## src/rtl/alu_pkg.sv

```systemverilog
package alu_pkg;
  localparam int unsigned OP_W = 3;

  typedef enum logic [OP_W-1:0] {
    OP_ADD = 3'b000,
    OP_SUB = 3'b001,
    OP_BRW = 3'b010
  } alu_op_e;
endpackage

```

## src/rtl/alu_addsub.sv

```systemverilog
module alu_addsub #(
  parameter int unsigned DW = 16
) (
  input  logic [DW-1:0] a_i,
  input  logic [DW-1:0] b_i,
  output logic [DW-1:0] sum_o,
  output logic [DW-1:0] diff_o,
  output logic          borrow_o
);
  logic [DW:0] sum_ext, diff_ext;

  always_comb begin
    sum_ext  = {1'b0, a_i} + {1'b0, b_i};
    diff_ext = {1'b0, a_i} - {1'b0, b_i};
  end

  // carry dropped on purpose: add wraps
  logic unused_carry;
  assign unused_carry = sum_ext[DW];

  assign sum_o    = sum_ext[DW-1:0];
  assign diff_o   = diff_ext[DW-1:0];
  assign borrow_o = diff_ext[DW];
endmodule

```

## src/rtl/alu_out_mux.sv

```systemverilog
module alu_out_mux
  import alu_pkg::*;
#(
  parameter int unsigned DW = 16
) (
  input  logic [OP_W-1:0] op_i,
  input  logic [DW-1:0]   sum_i,
  input  logic [DW-1:0]   diff_i,
  input  logic            borrow_i,
  output logic [DW-1:0]   res_o
);
  logic [DW-1:0] brw_ext;
  assign brw_ext = {{(DW-1){1'b0}}, borrow_i};

  always_comb begin
    unique case (op_i)
      OP_ADD:  res_o = sum_i;
      OP_SUB:  res_o = diff_i;
      OP_BRW:  res_o = brw_ext;
      default: res_o = '0;  // reserved codes
    endcase
  end
endmodule

```

## src/rtl/alu_zero_det.sv

```systemverilog
module alu_zero_det #(
  parameter int unsigned DW = 16
) (
  input  logic [DW-1:0] val_i,
  output logic          zero_o
);
  assign zero_o = ~|val_i;
endmodule

```

## src/rtl/alu_top.sv

```systemverilog
module alu_top
  import alu_pkg::*;
#(
  parameter int unsigned DW = 16
) (
  input  logic [DW-1:0]   opa_i,
  input  logic [DW-1:0]   opb_i,
  input  logic [OP_W-1:0] op_i,
  output logic [DW-1:0]   res_o,
  output logic            zero_o
);
  logic [DW-1:0] sum, diff;
  logic          borrow;

  alu_addsub #(.DW(DW)) i_addsub (
    .a_i     (opa_i),
    .b_i     (opb_i),
    .sum_o   (sum),
    .diff_o  (diff),
    .borrow_o(borrow)
  );

  alu_out_mux #(.DW(DW)) i_out_mux (
    .op_i    (op_i),
    .sum_i   (sum),
    .diff_i  (diff),
    .borrow_i(borrow),
    .res_o   (res_o)
  );

  alu_zero_det #(.DW(DW)) i_zero_det (
    .val_i (res_o),
    .zero_o(zero_o)
  );
endmodule

```

## config.mk

```make
export PLATFORM = sky130hd
export DESIGN_NAME = alu_top
export DESIGN_NICKNAME = d
export VERILOG_FILES = /design/src/rtl/alu_pkg.sv /design/src/rtl/alu_addsub.sv /design/src/rtl/alu_out_mux.sv /design/src/rtl/alu_zero_det.sv /design/src/rtl/alu_top.sv
export SDC_FILE = /design/constraint.sdc
export NUM_CORES = 1
export LEC_CHECK = 0
export CAP_MARGIN = 10
export CORE_AREA = 2 2 73 58
export DETAILED_ROUTE_END_ITERATION = 7
export DIE_AREA = 0 0 75 60
export PLACE_DENSITY = 0.82
export SLEW_MARGIN = 25
export SYNTH_ARGS = -nofsm -noshare
export SYNTH_HDL_FRONTEND = slang
export SYNTH_SLANG_ARGS = --single-unit
```

## constraint.sdc

```tcl
create_clock -name vclk -period 3.95
set_input_delay 0.79 -clock vclk [all_inputs]
set_output_delay 0.79 -clock vclk [all_outputs]
set_load 0.03 [all_outputs]
```

# Yosys cells after proc, flatten, opt, wreduce, memory -nomap -nowiden
# Index checks and enable logic that the tools add are counted.
# W data, S select, Z words.
# word_totals
ff_bits,0
latchBits,0
ramBits,0
romBits,0
input_bits,35
out_inout_bits,17
wordCells,8
n_memories,0
# classes
addsub,2
multipliers,0
n_div,0
n_lt_le_gt_ge,0
eq_ne,2
shifts,0
muxes,1
bitwise,0
reduce_logical,3
# ops
operator,count
$pmux W16 S3,1
$sub A16 B16 Y17,1
$add A16 B16 Y16,1
$reduce_or A16 Y1,1
$eq A3 B1 Y1 const B,1
$eq A3 B2 Y1 const B,1
$logic_not A3 Y1,1
$logic_not A1 Y1,1

# Depth between registers and ports, before layout
# logic_depth
ltp_word,4
mapped_depth,12
ltp_nobuf,12

# By module
# Synthesis repeated with hierarchy kept, for this count alone.
# hier_totals
hier_cells,263
hier_area_um2,1883.1
# by_module_without_submodules
module,instances,cells_each,area_each_um2,seq_area_each_um2
alu_addsub,1,219,1567.8,0.0
alu_out_mux,1,39,281.5,0.0
alu_zero_det,1,5,33.8,0.0

# Worst setup path before layout
# OpenSTA, ideal clock, no wires.
# synth_path
path_type,input -> output
from,input port opa_i[0]
to,output port zero_o
t_arrival_ns,3.724
required_time_ns,3.160
slack_ns,-0.564
cell_stages,10
n_path_buf,0
cell_sequence,ha_1 -> fa_1 -> a221o_1 -> a221o_1 -> o21ai_1 -> xnor2_1 -> nor2_1 -> or4b_1 -> or4_1 -> and4bb_1
# synth_between
elab_chain_cells,4
elab_cells_between_ends,5
classes_between,2 x add/sub; 1 x mux; 2 x reduce/logical
# synth_rtl
item,line_no,rtl
from (decl),alu_top.sv:6,"input logic [DW-1:0] opa_i,"
$sub A16 B16 Y17 or $add A16 B16 Y16 (tied branches),"alu_addsub.sv:14, alu_addsub.sv:13",
$pmux W16 S3 (*),alu_out_mux.sv:16,unique case (op_i)
net res_o[6],alu_top.sv:9,"output logic [DW-1:0] res_o,"
$reduce_or A16 Y1 (*),alu_zero_det.sv:7,assign zero_o = ~|val_i;
$logic_not A1 Y1 (*),alu_zero_det.sv:7,
to (decl),alu_top.sv:10,output logic zero_o
# The timed path passes the listed nets; every way through them passes the cells marked *.

# Final worst setup path
# layout_path
from,input port opa_i[0]
to,output port zero_o
# layout_between
elab_chain_cells,4
elab_cells_between_ends,5
classes_between,2 x add/sub; 1 x mux; 2 x reduce/logical
# layout_rtl
item,line_no
$sub A16 B16 Y17 or $add A16 B16 Y16 (tied branches),"alu_addsub.sv:14, alu_addsub.sv:13"
$pmux W16 S3 (*),alu_out_mux.sv:16
$reduce_or A16 Y1 (*),alu_zero_det.sv:7
$logic_not A1 Y1 (*),alu_zero_det.sv:7
# Every way passes the cells marked *; elsewhere a longest branch is shown, timed or not.

==> impl_metrics.tcl <==
set metrics [dict create \
    grt_pass1_vias 2042 \
    gr-usage-met2 0.451 \
    switching_share 0.482 \
    cp_data_required_time_ps 3160 \
    path_buf_inv 5 \
    pwr-share-seq 0 \
    dieArea_um2 4500 \
    hold_buffers 0 \
    finalSetupViolations 4 \
    nets 422 \
    arrival_ps 3770 \
    start_kind "input pin" \
    hp-class "in2out" \
    worstHoldStart "opb_i[0]" \
    vdd_drop_max_v 0.0000830 \
    grt_pass1_wl_um 8680 \
    hold_path_depth 5 \
    leakage_nw 1.49 \
    worstPathCellList "buf_8, ha_4, fa_2, a221o_1, buf_6, buf_6, a221oi_4, buf_4, o22ai_1, xnor2_1, a21oi_1, or4_1, and4bb_4, buf_6" \
    critPathTopFamily "compound AO/OA/AOI/OAI gates" \
    synth_top_cell_area_share 0.239 \
    synth_common_cells "ha_1 (31), inv_1 (30), nor2_1 (25)" \
    initialDrtViolationCount 120 \
    grt_usage 0.238 \
    core_area_um2 3830 \
    synthesis.nets 300 \
    final-seq-area_um2 0 \
    ys_top_cells_by_area "ha_1 (24%), inv_1 (6.9%), a21oi_1 (6.5%)" \
    via_per_inst 5.56 \
    rsz0062_at_grt "yes" \
    diodes 0 \
    gp_congestion 0.873 \
    grt_max_degree 14 \
    netlist_area_um2 1620 \
    cpMaxStageDelayCell "or4_1" \
    seq_cells 0 \
    ys_seq_area_frac 0 \
    wl_um 6410 \
    netlist_instances 232 \
    p_per_area_nw_per_um2 173 \
    die_y_um 60 \
    drc 0 \
    initial_core_util 0.424 \
    holdPathEnd "res_o[0]" \
    hpwlAfterDp_um 4300 \
    outcome "complete, but fails checks" \
    grt_overflow 0 \
    syn2layout_area_growth_pct 92.8 \
    clkbuf_count 0 \
    period_minus_slack_ps 4560 \
    grt_util_met3 0.0101 \
    dp_slack_ps -1040 \
    ys.warnings.count 0 \
    clkPwrFrac 0 \
    violations "setup timing" \
    yosysMostFrequentCell "ha_1" \
    worstSetupPathType "in2out" \
    fp-row-count 20 \
    hold_violations 0 \
    dr_total_vias 2261 \
    power.internal_mw 0.281 \
    crit_path_end_kind "output pin" \
    io_pins 52 \
    comb_power_share 1.000 \
    drive_above_1_share 0.523 \
    slew_viol_final 0 \
    cp_common_cell "buf_6" \
    path_max_fanout 2 \
    syn_area_per_cell_um2 6.99 \
    fp.dieW_um 75 \
    layout.cells.non_filler 407 \
    top_usage_layer "met2" \
    worstMarginPinSlew_ps 421 \
    synth.distinct_cells 55 \
    io_buffer_count 52 \
    worst_slack_ps -612 \
    place_inst 397 \
    maxCapViolCount 0 \
    gr-usage-met1 0.309 \
    power.switching_mw 0.261 \
    crit_cells 14 \
    max_stage_delay_ps 460 \
    fmax_mhz 219 \
    ant_nets 0 \
    yosysTopAreaCell "ha_1" \
    period_share 1.15 \
    antenna_found_initial 0 \
    dr.pass1.iters 4 \
    slew_headroom 0.717 \
    wire_per_inst_um 15.8 \
]
[tightest hold or removal path: stages]
cell     delay (ps)
buf_8            70
buf_4            90
ha_2            120
o21ai_0         110
buf_2           200
[how the worst max path moves through the flow]
stage,start,to
2_1_floorplan,opa_i[0],zero_o
3_3_place_gp,opa_i[0],zero_o
3_5_place_dp,opa_i[0],zero_o
4_1_cts,opb_i[0],zero_o
5_1_grt,opa_i[0],zero_o
6_report,opa_i[0],zero_o
[layout make-up]
cell class         count  area, um^2
fillers              219         699
inverters             30         115
multi-input cells    190        1830
well taps             55        68.8
repair buffers       132        1120
[stage by stage]
step	hold slack (ps)	utilization	cell area [um^2]	total power [mW]	TNS, ps
floorplan	1860	-	1630	0.238	-444
global placement	2460	0.693	2650	0.425	-3980
detailed placement	2470	0.693	2650	0.438	-4470
CTS	2130	0.747	2860	0.476	-1750
global route	2210	0.817	3130	0.576	-1430
finish	2180	0.817	3130	0.542	-1080
[cell usage in the layout, fill, tap and decap left out, drive strengths merged, types with 2 or more instances in the layout]
master	instances
o311ai	2
mux2i	3
o221a	2
nand4	2
o21bai	4
a31oi	3
fa	2
a221o	5
nor3	5
or4	3
inv	30
clkbuf	5
clkdlybuf4s50	12
ha	31
a21oi	21
nand2	7
or2	2
nor2b	5
nand3	5
o21ai	12
o31ai	2
nand2b	4
nor2	26
and2	3
a211oi	3
o21a	2
xnor2	12
o2111ai	2
nor4	4
dlymetal6s2s	11
buf	103
a21o	2
[power groups by stage]
stage          clock (mW)  sequential [mW]  combinational [mW]
6_report                0                0               0.542
3_3_place_gp            0                0               0.425
4_1_cts                 0                0               0.476
5_1_grt                 0                0               0.576
3_5_place_dp            0                0               0.438
2_1_floorplan           0                0               0.238
[timing repair]
item	CTS	global route
buffers inserted	6	7
resized for setup	69	87
pin swaps	23	44
endpoints found under the setup margin	11	10
[kinds of logic after synthesis]
logic type | after synthesis | share of synthesized area
AND/OR/NAND/NOR | 72 | 0.237
AO/OA/AOI/OAI | 69 | 0.305
buffers and inverters | 42 | 0.102
adder cells (fa/ha/maj) | 33 | 0.264
XOR/XNOR | 13 | 0.0748
multiplexers | 3 | 0.0185
[per-layer routing]
layer  up-vias  wire length, um
met3        15              333
met2        93             3290
met1      1077             2670
met4         0              120
li1       1076                -
met5         -                0
Power figures use the tool's default switching activity.
